### src/rtl/mhr_pkg.sv
package mhr_pkg;

   // Two-state access sequencer: waiting for a command, or holding a request.
   typedef enum logic [0:0] {
      ST_IDLE   = 1'b0,
      ST_ACCESS = 1'b1
   } mhr_state_e;

   // A new access may start when the idle pin waives the return-to-zero
   // wait, or when the synchronized acknowledge is already low.
   function automatic logic mhr_start_allowed(input logic idle_pin,
                                              input logic ack_synced);
      return idle_pin | ~ack_synced;
   endfunction

   // Completion source: the raw acknowledge for clock-coupled memory,
   // the synchronized one for the four-phase handshake.
   function automatic logic mhr_pick_ack(input logic idle_pin,
                                         input logic ack_raw,
                                         input logic ack_synced);
      return idle_pin ? ack_raw : ack_synced;
   endfunction

endpackage

### src/rtl/mhr_ack_sync.sv
module mhr_ack_sync #(
   parameter int STAGES = 2
) (
   input  logic clk,
   input  logic rst_n,
   input  logic ack_in,
   output logic ack_out
);

   generate
      if (STAGES == 1) begin : g_single
         logic stage_q;
         always_ff @(posedge clk or negedge rst_n) begin
            if (!rst_n) stage_q <= 1'b0;
            else        stage_q <= ack_in;
         end
         assign ack_out = stage_q;
      end else begin : g_chain
         logic [STAGES-1:0] chain_q;
         always_ff @(posedge clk or negedge rst_n) begin
            if (!rst_n) chain_q <= '0;
            else        chain_q <= {chain_q[STAGES-2:0], ack_in};
         end
         assign ack_out = chain_q[STAGES-1];
      end
   endgenerate

endmodule

### src/rtl/mhr_ack_select.sv
module mhr_ack_select
   import mhr_pkg::*;
(
   input  logic idle_pin,
   input  logic ack_raw,
   input  logic ack_synced,
   output logic ack_done,
   output logic start_ok
);

   assign ack_done = mhr_pick_ack(idle_pin, ack_raw, ack_synced);
   assign start_ok = mhr_start_allowed(idle_pin, ack_synced);

endmodule

### src/rtl/mhr_ctrl.sv
module mhr_ctrl
   import mhr_pkg::*;
(
   input  logic clk,
   input  logic rst_n,
   input  logic cmd_valid,
   input  logic start_ok,
   input  logic ack_done,
   output logic cmd_ready,
   output logic take_cmd,
   output logic finish,
   output logic in_access,
   output logic done_q
);

   mhr_state_e state_q;

   assign in_access = (state_q == ST_ACCESS);
   assign cmd_ready = (state_q == ST_IDLE) && start_ok;
   assign take_cmd  = cmd_valid && cmd_ready;
   assign finish    = in_access && ack_done;

   always_ff @(posedge clk or negedge rst_n) begin
      if (!rst_n) begin
         state_q <= ST_IDLE;
         done_q  <= 1'b0;
      end else begin
         done_q <= finish;
         unique case (state_q)
            ST_IDLE:   if (take_cmd) state_q <= ST_ACCESS;
            ST_ACCESS: if (ack_done) state_q <= ST_IDLE;
            default:   state_q <= ST_IDLE;
         endcase
      end
   end

endmodule

### src/rtl/mhr_hold_regs.sv
module mhr_hold_regs #(
   parameter int AW = 16,
   parameter int DW = 16
) (
   input  logic          clk,
   input  logic          rst_n,
   input  logic          take_cmd,
   input  logic          finish,
   input  logic          in_access,
   input  logic          cmd_write,
   input  logic [AW-1:0] cmd_addr,
   input  logic [DW-1:0] cmd_wdata,
   input  logic [DW-1:0] mem_rdata,
   output logic [AW-1:0] mem_addr,
   output logic [DW-1:0] mem_wdata,
   output logic          mem_we,
   output logic [DW-1:0] cmd_rdata
);

   logic [AW-1:0] addr_q;
   logic [DW-1:0] wdata_q;
   logic          write_q;
   logic [DW-1:0] rdata_q;

   // Bus values are loaded only when a command is taken, so they stay put
   // for the whole request however long the memory takes.
   always_ff @(posedge clk or negedge rst_n) begin
      if (!rst_n) begin
         addr_q  <= '0;
         wdata_q <= '0;
         write_q <= 1'b0;
      end else if (take_cmd) begin
         addr_q  <= cmd_addr;
         wdata_q <= cmd_wdata;
         write_q <= cmd_write;
      end
   end

   // Read data is sampled on the completing edge; request is still high
   // then, so the memory is still driving valid data.
   always_ff @(posedge clk or negedge rst_n) begin
      if (!rst_n)                   rdata_q <= '0;
      else if (finish && !write_q)  rdata_q <= mem_rdata;
   end

   assign mem_addr  = addr_q;
   assign mem_wdata = wdata_q;
   assign mem_we    = in_access && write_q;
   assign cmd_rdata = rdata_q;

endmodule

### src/rtl/mem_handshake_req.sv
module mem_handshake_req #(
   parameter int ADDR_W      = 16,
   parameter int DATA_W      = 16,
   parameter int SYNC_STAGES = 2
) (
   input  logic              clk,
   input  logic              rst_n,
   input  logic              cmd_valid,
   output logic              cmd_ready,
   input  logic              cmd_write,
   input  logic [ADDR_W-1:0] cmd_addr,
   input  logic [DATA_W-1:0] cmd_wdata,
   output logic              cmd_done,
   output logic [DATA_W-1:0] cmd_rdata,
   input  logic              mem_idle,
   input  logic              mem_ack,
   output logic              mem_req,
   output logic              mem_we,
   output logic [ADDR_W-1:0] mem_addr,
   output logic [DATA_W-1:0] mem_wdata,
   input  logic [DATA_W-1:0] mem_rdata
);

   localparam int MaxSyncStages = 4;

   generate
      if (ADDR_W < 1) begin : g_bad_addr
         $error("mem_handshake_req: ADDR_W must be at least 1");
      end
      if (DATA_W < 1) begin : g_bad_data
         $error("mem_handshake_req: DATA_W must be at least 1");
      end
      if (SYNC_STAGES < 1 || SYNC_STAGES > MaxSyncStages) begin : g_bad_sync
         $error("mem_handshake_req: SYNC_STAGES out of range");
      end
   endgenerate

   logic ack_synced;
   logic ack_done;
   logic start_ok;
   logic take_cmd;
   logic finish;
   logic in_access;

   mhr_ack_sync #(.STAGES(SYNC_STAGES)) i_ack_sync (
      .clk     (clk),
      .rst_n   (rst_n),
      .ack_in  (mem_ack),
      .ack_out (ack_synced)
   );

   mhr_ack_select i_ack_select (
      .idle_pin   (mem_idle),
      .ack_raw    (mem_ack),
      .ack_synced (ack_synced),
      .ack_done   (ack_done),
      .start_ok   (start_ok)
   );

   mhr_ctrl i_ctrl (
      .clk       (clk),
      .rst_n     (rst_n),
      .cmd_valid (cmd_valid),
      .start_ok  (start_ok),
      .ack_done  (ack_done),
      .cmd_ready (cmd_ready),
      .take_cmd  (take_cmd),
      .finish    (finish),
      .in_access (in_access),
      .done_q    (cmd_done)
   );

   mhr_hold_regs #(.AW(ADDR_W), .DW(DATA_W)) i_hold (
      .clk       (clk),
      .rst_n     (rst_n),
      .take_cmd  (take_cmd),
      .finish    (finish),
      .in_access (in_access),
      .cmd_write (cmd_write),
      .cmd_addr  (cmd_addr),
      .cmd_wdata (cmd_wdata),
      .mem_rdata (mem_rdata),
      .mem_addr  (mem_addr),
      .mem_wdata (mem_wdata),
      .mem_we    (mem_we),
      .cmd_rdata (cmd_rdata)
   );

   assign mem_req = in_access;

endmodule

### config.mk
export PLATFORM = sky130hd
export DESIGN_NAME = mem_handshake_req
export DESIGN_NICKNAME = d
export VERILOG_FILES = /design/src/rtl/mhr_pkg.sv /design/src/rtl/mhr_ack_sync.sv /design/src/rtl/mhr_ack_select.sv /design/src/rtl/mhr_ctrl.sv /design/src/rtl/mhr_hold_regs.sv /design/src/rtl/mem_handshake_req.sv
export SDC_FILE = /design/constraint.sdc
export NUM_CORES = 1
export LEC_CHECK = 0
export BUFFER_PORTS_ARGS = -buffer_cell sky130_fd_sc_hd__buf_4
export CORE_MARGIN = 1
export CORE_UTILIZATION = 46
export CTS_BUF_LIST = sky130_fd_sc_hd__clkbuf_2
export DETAILED_ROUTE_END_ITERATION = 16
export GPL_TIMING_DRIVEN = 0
export PLACE_DENSITY = 0.83
export SLEW_MARGIN = 5
export SYNTH_ARGS = -nofsm -noshare
export SYNTH_HDL_FRONTEND = slang
export SYNTH_SLANG_ARGS = --single-unit
export TNS_END_PERCENT = 10
### constraint.sdc
create_clock -name clk -period 2.1 [get_ports clk]
set_input_delay 0.105 -clock clk [delete_from_list [all_inputs] [get_ports clk]]
set_output_delay 0.105 -clock clk [all_outputs]
set_load 0.005 [all_outputs]
==> results of run 1 <==
synthesized netlist by cell type:
master / number / area [µm²]
sky130_fd_sc_hd__dfrtp_1: 53 / 1326
sky130_fd_sc_hd__mux2_2: 48 / 540.5
sky130_fd_sc_hd__buf_6: 4 / 45.04
sky130_fd_sc_hd__nand2b_1: 2 / 12.51
sky130_fd_sc_hd__a21boi_0: 1 / 7.510
sky130_fd_sc_hd__a21oi_4: 1 / 16.27
sky130_fd_sc_hd__a31oi_1: 1 / 6.260
sky130_fd_sc_hd__and2_1: 1 / 6.260
sky130_fd_sc_hd__mux2_1: 1 / 11.26
sky130_fd_sc_hd__nand2_1: 1 / 3.750
sky130_fd_sc_hd__nor2_1: 1 / 3.750
sky130_fd_sc_hd__nor2b_1: 1 / 6.260
sky130_fd_sc_hd__nor3b_4: 1 / 18.77
sky130_fd_sc_hd__o21ai_0: 1 / 5.000
worst max-delay path, delay by kind of cell, from the launching register on:
kind	cells	cell delay [ns]
mux	1	0.35
buf+inv	1	0.22
simple gates	2	0.53
flops	1	0.42
worst paths after layout:
| check | to | slack (ns) | cells after the start | from |
|---|---|---|---|---|
| worst max register to register | i_hold.mem_addr[3]$_DFFE_PN0P_ | 0.51 | 4 | i_ack_sync.g_chain.chain_q[1]$_DFF_PN0_ |
| max in group asynchronous | i_ctrl.in_access$_DFF_PN0_ | 1.44 | 2 | rst_n |
| worst min register to register | i_ack_sync.g_chain.chain_q[1]$_DFF_PN0_ | 0.38 | 0 | i_ack_sync.g_chain.chain_q[0]$_DFF_PN0_ |
| worst min-delay path | i_hold.cmd_rdata[8]$_DFFE_PN0P_ | 0.19 | 2 | rst_n |
| worst max-delay path | i_hold.mem_addr[3]$_DFFE_PN0P_ | 0.51 | 4 | i_ack_sync.g_chain.chain_q[1]$_DFF_PN0_ |
| min in group clk | i_hold.mem_addr[4]$_DFFE_PN0P_ | 0.20 | 3 | cmd_valid |
timing repair:
item / in CTS / in global routing
hold buffers: 53 / 0
setup endpoints to repair: 0 / 0
gates resized for setup: 0 / 0
hold endpoints to repair: 104 / 0
layout make-up:
type / count / area, µm² / area share
Multi-Input combinational cell: 60 / 638.1 / 0.1863
Timing Repair Buffer: 158 / 1319 / 0.3851
Clock buffer: 6 / 30.03 / 0.008769
Clock inverter: 1 / 3.754 / 0.001096
Buffer: 4 / 45.04 / 0.01315
Sequential cell: 53 / 1326 / 0.3873
Tap cell: 50 / 62.56 / 0.01827
report_power, final:
part	switching, mW	total (mW)	internal (mW)
Combinational	0.329	1.05	0.723
Clock	0.294	0.372	0.0776
Sequential	0.166	1.48	1.31
sequential cells by signal, indices dropped and copies added, names as in the netlist:
name                        count
i_hold.cmd_rdata               16
i_hold.mem_addr                16
i_ctrl.done_q                   1
i_hold.mem_wdata               16
i_ctrl.in_access                1
i_hold.write_q                  1
i_ack_sync.g_chain.chain_q      2
through the flow:
stage / hold slack, ns / util / instances / instance area (µm²)
floorplan: -0.1906 / - / 117 / 2009
finish: 0.1943 / 0.8380 / 332 / 3425
global placement: 0.1838 / 0.6999 / 272 / 2860
CTS: 0.1778 / 0.8380 / 332 / 3425
detailed placement: 0.1869 / 0.6999 / 272 / 2860
global route: 0.1601 / 0.8380 / 332 / 3425
metal layers:
| metal | GRT usage | up-vias | part of all wire |
|---|---|---|---|
| met1 | 0.2570 | 767 | 0.38 |
| met2 | 0.4167 | 58 | 0.55 |
| met3 | 0.05167 | 12 | 0.050 |
| li1 | - | 739 | - |
| met4 | 0.1094 | 0 | 0.021 |
| met5 | 0 | - | 0 |
kinds of logic after synthesis:
logic type,synth area share
flip-flops,0.6600
multiplexers,0.2746
AND/OR/NAND/NOR,0.02553
AO/OA/AOI/OAI,0.01744
buffers and inverters,0.02241
==> run_results.csv, run 1 <==
group,metric,value,unit
clocking,cts_buffer_depth,2,
sta,setup-tns-final,0,ns
worst_hold_path,worst_hold_path_type,"primary input to asynchronous set/reset pin",
sta,setup_repair_after_global_routing_missed_its_margin,"no",
synthesis,synth_cells,117,
critical_path,timing.critical_path.slowest_cell_delay,0.42,ns
final_layout,area_delta_synth_final,70.42,%
final_layout,number_of_nets_in_the_layout,336,
run,max_cap_violations,0,
sta,slew_headroom,0.5562,
sta,final-max-slew-violation-count,0,
detailed_routing,vias_per_cell,4.747,
sta,least_margin_pin_slew,0.6657,ns
critical_path,cp.arrival,1.92,ns
placement,dp_slack,0.5121,ns
run_status,status,"completed",
clocking,cts_max_level,2,
detailed_routing,detail_route.drc_violations,0,
pwr,leakagePower,1.609,nW
pwr,power.density,847.6,mW/mm²
placement,hpwl,3119,µm
detailed_routing,first_iter_violations,45,
grt,number_of_global_route_vias_before_repair,1681,
sta,setup_slack,0.5140,ns
sta,max_clock_freq,0.6305,GHz
sta,finClkSkew,0.01819,ns
clocking,cts_setup_buffers,0,
grt,antenna_found_initial,0,
synthesis,synth.yosys.warnings,0,
sta,post-route-min-period,1.586,ns
synthesis,synth.cell_area,0.002009,mm²
synthesis,share_of_the_yosys_chip_area_belonging_to_registers,0.6600,
sta,timing.final.hold_violations,0,
synthesis,synth.lib_cells_used.distinct,14,
grt,gr-usage-all-layers,0.2320,
critical_path,setup.worst_path.start_class,"flip-flop",
pwr,finalPower,2.902,mW
final_layout,layout.cells.most_common_list,"sky130_fd_sc_hd__buf_4, sky130_fd_sc_hd__dlygate4sd3_1, sky130_fd_sc_hd__dfrtp_1",
clocking,number_of_clock_sinks,53,
critical_path,timing.critical_path.fanout_max,10,
clocking,cts-buffers-inserted,5,
pwr,ir_drop,0.6018,mV
die,die-height,68.10,µm
sta,timing.final.setup_violations,0,
clocking,cts_tree,"yes",
critical_path,timing.critical_path.required,2.43,ns
synthesis,synth.net_count,171,
critical_path,timing_worst_setup_path_type,"flip-flop to flip-flop",
clocking,clock_tree.root_cell,"sky130_fd_sc_hd__clkbuf_2",
grt,globalRouteOverflowTotal,0,
clocking,cts.reportedPaths.clkPinSlew,0.24,ns
die,design.portCount,106,
detailed_routing,ant_nets,0,
die,initial_core_util,0.4917,
final_layout,final_common_cell,"sky130_fd_sc_hd__buf_4",
grt,first_pass_grt_wire_length,7638,µm
synthesis,mean_post_synth_cell_area,17.17,µm²
synthesis,ys_ff_latch,53,
final_layout,insertedDiodeCount,0,
die,placementRows,23,
placement,gp_routability_congestion,0.6766,
final_layout,fillers,225,
placement,buffer_ports.inserted,105,
sta,period_share,0.7553,
die,die_ar,0.004637,mm²
clocking,insertion_delay,0.42,ns
detailed_routing,route.vias.total,1576,
detailed_routing,wire_per_inst,15.43,µm
critical_path,crit_chain,"nor2b_1 -> nor3b_4 -> buf_6 -> mux2_2",
detailed_routing,drt_pass1_iterations,4,
final_layout,drive_above_1_share,0.5851,
detailed_routing,wl,5123,µm
critical_path,crit_slowest_cell,"sky130_fd_sc_hd__dfrtp_1",
die,die_x,68.10,µm
critical_path,critical_path.endpoint_type,"flip-flop",
grt,grt_max_degree,54,
die,core_region_area,0.004086,mm²
(Power assumes the default switching activity.)
==> run 2, diff against run 1 <==
==> constraint.sdc (replaced) <==
create_clock -name clk -period 1.5 [get_ports clk]
set_input_delay 0.075 -clock clk [delete_from_list [all_inputs] [get_ports clk]]
set_output_delay 0.075 -clock clk [all_outputs]
set_load 0.005 [all_outputs]
==> run_results.csv, run 2 (synthesis results as in run 1) <==
group,metric,value,unit
run_status,status,"completed",
clocking,cts_tree,"yes",
pwr,leakagePower,1.763,nW
critical_path,timing_worst_setup_path_type,"flip-flop to flip-flop",
final_layout,layout.cells.most_common_list,"sky130_fd_sc_hd__buf_4, sky130_fd_sc_hd__dlygate4sd3_1, sky130_fd_sc_hd__dfrtp_1",
critical_path,crit_chain,"nor2b_4 -> nor3b_4 -> buf_6 -> clkbuf_16 -> mux2_2",
critical_path,timing.critical_path.fanout_max,8,
pwr,power.share.clock,0.123,
pwr,seqPwrFrac,0.489,
detailed_routing,drt_pass1_iterations,3,
die,die-height,68.10,µm
clocking,clock_tree.root_cell,"sky130_fd_sc_hd__clkbuf_2",
sta,period_share,0.9874,
clocking,cts.reportedPaths.clkPinSlew,0.24,ns
pwr,finalPower,4.274,mW
sta,setup_repair_after_global_routing_missed_its_margin,"yes",
final_layout,insertedDiodeCount,0,
clocking,cts-buffers-inserted,5,
grt,grt_max_degree,54,
pwr,power.density,1171,mW/mm²
clocking,insertion_delay,0.42,ns
sta,final-max-slew-violation-count,0,
detailed_routing,vias_per_cell,4.759,
final_layout,final_common_cell,"sky130_fd_sc_hd__buf_4",
grt,gr-usage-all-layers,0.2338,
clocking,cts_buffer_depth,2,
critical_path,critical_path.endpoint_type,"flip-flop",
sta,max_clock_freq,0.6752,GHz
detailed_routing,first_iter_violations,50,
critical_path,timing.critical_path.buf_inv,2,
detailed_routing,route.vias.total,1618,
pwr,switching_share,0.2749,
die,initial_core_util,0.4917,
worst_hold_path,worst_hold_path_type,"primary input to asynchronous set/reset pin",
placement,placed_cells,272,
critical_path,timing.critical_path.required,1.85,ns
pwr,net-switching-power,1.175,mW
critical_path,path_delay_family,"flip-flops",
grt,antenna_found_initial,0,
detailed_routing,wl,5717,µm
sta,timing.final.hold_violations,0,
sta,timing.final.setup_violations,0,
grt,globalRouteOverflowTotal,0,
detailed_routing,detail_route.drc_violations,0,
placement,gp_routability_congestion,0.6766,
die,design.portCount,106,
sta,post-route-min-period,1.481,ns
detailed_routing,wire_per_inst,16.81,µm
detailed_routing,ant_nets,0,
clocking,number_of_clock_sinks,53,
die,die_ar,0.004637,mm²
pwr,ir_drop,0.8779,mV
run,max_cap_violations,0,
final_layout,drive_above_1_share,0.6069,
critical_path,r2r-start,"i_ack_sync.g_chain.chain_q[1]$_DFF_PN0_",
final_layout,area_delta_synth_final,81.69,%
pwr,intPower,3.099,mW
final_layout,number_of_nets_in_the_layout,344,
grt,first_pass_grt_wire_length,7700,µm
sta,least_margin_pin_slew,0.6507,ns
grt,number_of_global_route_vias_before_repair,1706,
sta,slew_headroom,0.5662,
die,die_x,68.10,µm
placement,hpwl,3119,µm
clocking,cts_max_level,2,
critical_path,timing.critical_path.slowest_cell_delay,0.43,ns
final_layout,fillers,182,
critical_path,crit_slowest_cell,"sky130_fd_sc_hd__dfrtp_1",
placement,buffer_ports.inserted,105,
critical_path,setup.worst_path.start_class,"flip-flop",
critical_path,cp.arrival,1.83,ns
pwr,combinationalPowerShare,0.388,
die,core_region_area,0.004086,mm²
critical_path,timing.reg2reg.setup_slack,0.02,ns
final_layout,post_layout_nonfiller_instances,340,
sta,finClkSkew,0.02129,ns
die,placementRows,23,
critical_path,timing.critical_path.from,"i_ack_sync.g_chain.chain_q[1]$_DFF_PN0_",
[run 2: cell types whose count changed in the layout (fill, tap and decap cells not counted), moves of 2 or more]
cell                        previous run  this run
sky130_fd_sc_hd__mux2_4                0        24
sky130_fd_sc_hd__mux2_2               48        25
sky130_fd_sc_hd__buf_4               105       109
sky130_fd_sc_hd__buf_8                 0         3
sky130_fd_sc_hd__clkbuf_16             0         3
sky130_fd_sc_hd__buf_6                 4         2
[run 2: final timing paths]
path                                                           endpoint  depth (start not counted)
worst max-delay path                     i_hold.mem_addr[0]$_DFFE_PN0P_                          5
worst min-delay path                    i_hold.cmd_rdata[8]$_DFFE_PN0P_                          2
worst max register to register           i_hold.mem_addr[0]$_DFFE_PN0P_                          5
worst min register to register  i_ack_sync.g_chain.chain_q[1]$_DFF_PN0_                          0
max in group asynchronous                    i_ctrl.in_access$_DFF_PN0_                          2
min in group clk                i_ack_sync.g_chain.chain_q[0]$_DFF_PN0_                          2
[run 2: timing repair]
action	CTS	global route
resized for setup	1	30
setup buffers	4	1
pin swaps	1	1
endpoints found under the setup margin	40	31
cloned	0	3
hold buffers	53	0
endpoints found under the hold margin	105	0
[run 2: cell type report]
| class | instances | area, µm² | share of cell area |
|---|---|---|---|
| multi-input cells | 60 | 735.7 | 0.2015 |
| clock buffers | 6 | 30.03 | 0.008225 |
| repair buffers | 166 | 1435 | 0.3931 |
| plain buffers | 4 | 56.30 | 0.01542 |
| clock inverters | 1 | 3.754 | 0.001028 |
| well taps | 50 | 62.56 | 0.01714 |
| flip-flops and latches | 53 | 1328 | 0.3636 |
[run 2: metal layers]
metal	track usage	vias to the layer above	wire, µm
met5	0	-	0
met4	0.1094	0	99
met3	0.05167	11	279
met2	0.4228	60	3171
met1	0.2570	791	2167
li1	-	756	-
[run 2: per-stage QoR]
step                setup slack (ns)  hold WS [ns]  utilization  TNS, ns  instance area (µm²)
floorplan                    0.04807       -0.2206            -        0                 2009
global placement            -0.07736        0.1538       0.6999   -2.364                 2860
detailed placement          -0.08787        0.1569       0.6999   -2.690                 2860
CTS                    -0.0000006661        0.1917       0.8457        0                 3456
global route                -0.05384        0.1901       0.8934  -0.8195                 3651
finish                       0.01897        0.1725       0.8934        0                 3651
[run 2: power by group through the flow]
stage | clock network (mW) | registers [mW] | logic (mW)
after detailed placement | 0 | 2.09 | 1.35
after floorplan | 0 | 2.10 | 0.460
after global placement | 0 | 2.06 | 1.33
after global routing | 0.597 | 2.14 | 1.77
final | 0.526 | 2.09 | 1.66
after CTS | 0.541 | 2.06 | 1.48
==> run 3, diff against run 2 <==
--- a/config.mk
+++ b/config.mk
@@ -6,12 +6,11 @@
 export NUM_CORES = 1
 export LEC_CHECK = 0
 export BUFFER_PORTS_ARGS = -buffer_cell sky130_fd_sc_hd__buf_4
-export CORE_MARGIN = 1
-export CORE_UTILIZATION = 46
+export CORE_UTILIZATION = 35
 export CTS_BUF_LIST = sky130_fd_sc_hd__clkbuf_2
 export DETAILED_ROUTE_END_ITERATION = 16
 export GPL_TIMING_DRIVEN = 0
-export PLACE_DENSITY = 0.83
+export PLACE_DENSITY = 0.67
 export SLEW_MARGIN = 5
 export SYNTH_ARGS = -nofsm -noshare
 export SYNTH_HDL_FRONTEND = slang
==> run_results.csv, run 3 (synthesis results as in run 1) <==
group,metric,value,unit
sta,setup_repair_after_global_routing_missed_its_margin,"yes",
clocking,number_of_clock_sinks,53,
final_layout,final_common_cell,"sky130_fd_sc_hd__buf_4",
pwr,finalPower,4.169,mW
critical_path,crit_chain,"nor2b_4 -> nor3b_4 -> buf_6 -> clkbuf_16 -> mux2_4",
critical_path,r2r-start,"i_ack_sync.g_chain.chain_q[1]$_DFF_PN0_",
critical_path,crit_slowest_cell,"sky130_fd_sc_hd__dfrtp_1",
die,initial_core_util,0.3649,
final_layout,layout.cells.most_common_list,"sky130_fd_sc_hd__buf_4, sky130_fd_sc_hd__dlygate4sd3_1, sky130_fd_sc_hd__dfrtp_1",
final_layout,postLayoutCellArea,0.003628,mm²
pwr,switching_share,0.2650,
die,die-height,77.77,µm
critical_path,critical_path.endpoint_type,"flip-flop",
critical_path,path_delay_family,"flip-flops",
critical_path,timing.rr.end,"i_hold.mem_wdata[15]$_DFFE_PN0P_",
placement,dp_slack,-0.09205,ns
placement,place_area,0.002888,mm²
detailed_routing,detail_route.drc_violations,0,
critical_path,worstSetupEndpoint,"i_hold.mem_wdata[15]$_DFFE_PN0P_",
clocking,cts_buffer_depth,2,
pwr,power.share.clock,0.125,
detailed_routing,wl,4967,µm
critical_path,timing.reg2reg.setup_slack,0.03,ns
die,die_x,77.77,µm
grt,first_pass_grt_wire_length,7624,µm
detailed_routing,ant_nets,0,
sta,setup_slack,0.03081,ns
detailed_routing,first_iter_violations,31,
run,max_cap_violations,0,
pwr,power.density,1149,mW/mm²
sta,timing.hold.ws,0.2185,ns
placement,placed_cells,294,
sta,post-route-min-period,1.469,ns
final_layout,drive_above_1_share,0.6055,
detailed_routing,drt_pass1_iterations,2,
sta,period_share,0.9795,
critical_path,timing.critical_path.buf_inv,2,
critical_path,timing.reg2reg.worst_path_depth,5,
grt,antenna_found_initial,0,
sta,final-max-slew-violation-count,0,
pwr,combinationalPowerShare,0.380,
placement,buffer_ports.inserted,105,
pwr,leakagePower,1.730,nW
placement,hpwl,2990,µm
die,die_ar,0.006048,mm²
clocking,cts_tree,"yes",
final_layout,fin_util,0.6589,
clocking,clock_tree.root_cell,"sky130_fd_sc_hd__clkbuf_2",
final_layout,area_delta_synth_final,80.57,%
pwr,seqPwrFrac,0.495,
final_layout,post_layout_nonfiller_instances,361,
sta,max_clock_freq,0.6806,GHz
final_layout,number_of_nets_in_the_layout,343,
critical_path,timing.critical_path.required,1.82,ns
critical_path,cp.arrival,1.79,ns
detailed_routing,wire_per_inst,13.76,µm
clocking,cts-buffers-inserted,5,
grt,number_of_global_route_vias_before_repair,1670,
run_status,status,"completed",
die,design.portCount,106,
clocking,cts_max_level,2,
critical_path,timing_worst_setup_path_type,"flip-flop to flip-flop",
critical_path,timing.critical_path.depth,5,
sta,least_margin_pin_slew,0.6521,ns
die,placementRows,27,
sta,setup-tns-final,0,ns
detailed_routing,vias_per_cell,4.410,
pwr,ir_drop,0.5826,mV
placement,gp_routability_congestion,0.6781,
pwr,intPower,3.064,mW
critical_path,timing.critical_path.slowest_cell_delay,0.43,ns
worst_hold_path,worst_hold_path_type,"primary input to asynchronous set/reset pin",
grt,gr-usage-all-layers,0.1620,
clocking,insertion_delay,0.39,ns
grt,grt_max_degree,54,
final_layout,insertedDiodeCount,0,
sta,slew_headroom,0.5653,
grt,globalRouteOverflowTotal,0,
die,core_region_area,0.005507,mm²
critical_path,setup.worst_path.start_class,"flip-flop",
detailed_routing,route.vias.total,1592,
critical_path,timing.critical_path.from,"i_ack_sync.g_chain.chain_q[1]$_DFF_PN0_",
sta,finClkSkew,0.004148,ns
pwr,net-switching-power,1.104,mW
clocking,cts.reportedPaths.clkPinSlew,0.24,ns
sta,timing.final.setup_violations,0,
critical_path,timing.critical_path.fanout_max,5,
sta,timing.final.hold_violations,0,
## run 3: cell types whose count changed in the layout (fill, tap and decap cells not counted), sizes merged
cell,delta
clkbuf,-1
## run 3: worst min-delay path by stage
| stage | start | to | slack (ns) | depth (start not counted) |
|---|---|---|---|---|
| final | rst_n | i_hold.mem_wdata[6]$_DFFE_PN0P_ | 0.22 | 2 |
| after global routing | rst_n | i_hold.mem_addr[6]$_DFFE_PN0P_ | 0.23 | 2 |
| after CTS | rst_n | i_hold.write_q$_DFFE_PN0P_ | 0.21 | 2 |
| after detailed placement | rst_n | i_hold.mem_wdata[6]$_DFFE_PN0P_ | 0.16 | 1 |
| after global placement | rst_n | i_hold.mem_wdata[6]$_DFFE_PN0P_ | 0.16 | 1 |
| after floorplan | rst_n | i_ack_sync.g_chain.chain_q[0]$_DFF_PN0_ | -0.22 | 0 |
## run 3: metal layers
metal	wire length, µm	share of wire	vias up	global-route usage
li1	-	-	752	-
met1	2198	0.44	763	0.1988
met2	2385	0.48	68	0.2761
met3	286	0.058	9	0.02588
met4	96	0.019	0	0.07925
met5	0	0	-	0
## run 3: final cells by class
cell class                      count  area [µm²]
Timing Repair Buffer              166        1418
Fill cell                         400        1878
Buffer                              3       46.29
Multi-Input combinational cell     60       713.2
Clock inverter                      1       3.754
Tap cell                           72       90.09
Sequential cell                    53        1328
Clock buffer                        6       30.03
## run 3: power groups by stage
stage | clock [mW] | combinational, mW | sequential, mW
global placement | 0 | 1.33 | 2.07
CTS | 0.558 | 1.48 | 2.05
global route | 0.609 | 1.70 | 2.13
detailed placement | 0 | 1.35 | 2.08
floorplan | 0 | 0.460 | 2.10
finish | 0.520 | 1.58 | 2.06
## run 3: what timing repair did
action / CTS / global route
pin swaps: 1 / 1
hold endpoints to repair: 105 / 0
gates resized for setup: 4 / 21
cloned: 0 / 2
hold buffers: 53 / 0
buffers inserted: 5 / 1
setup endpoints to repair: 40 / 34
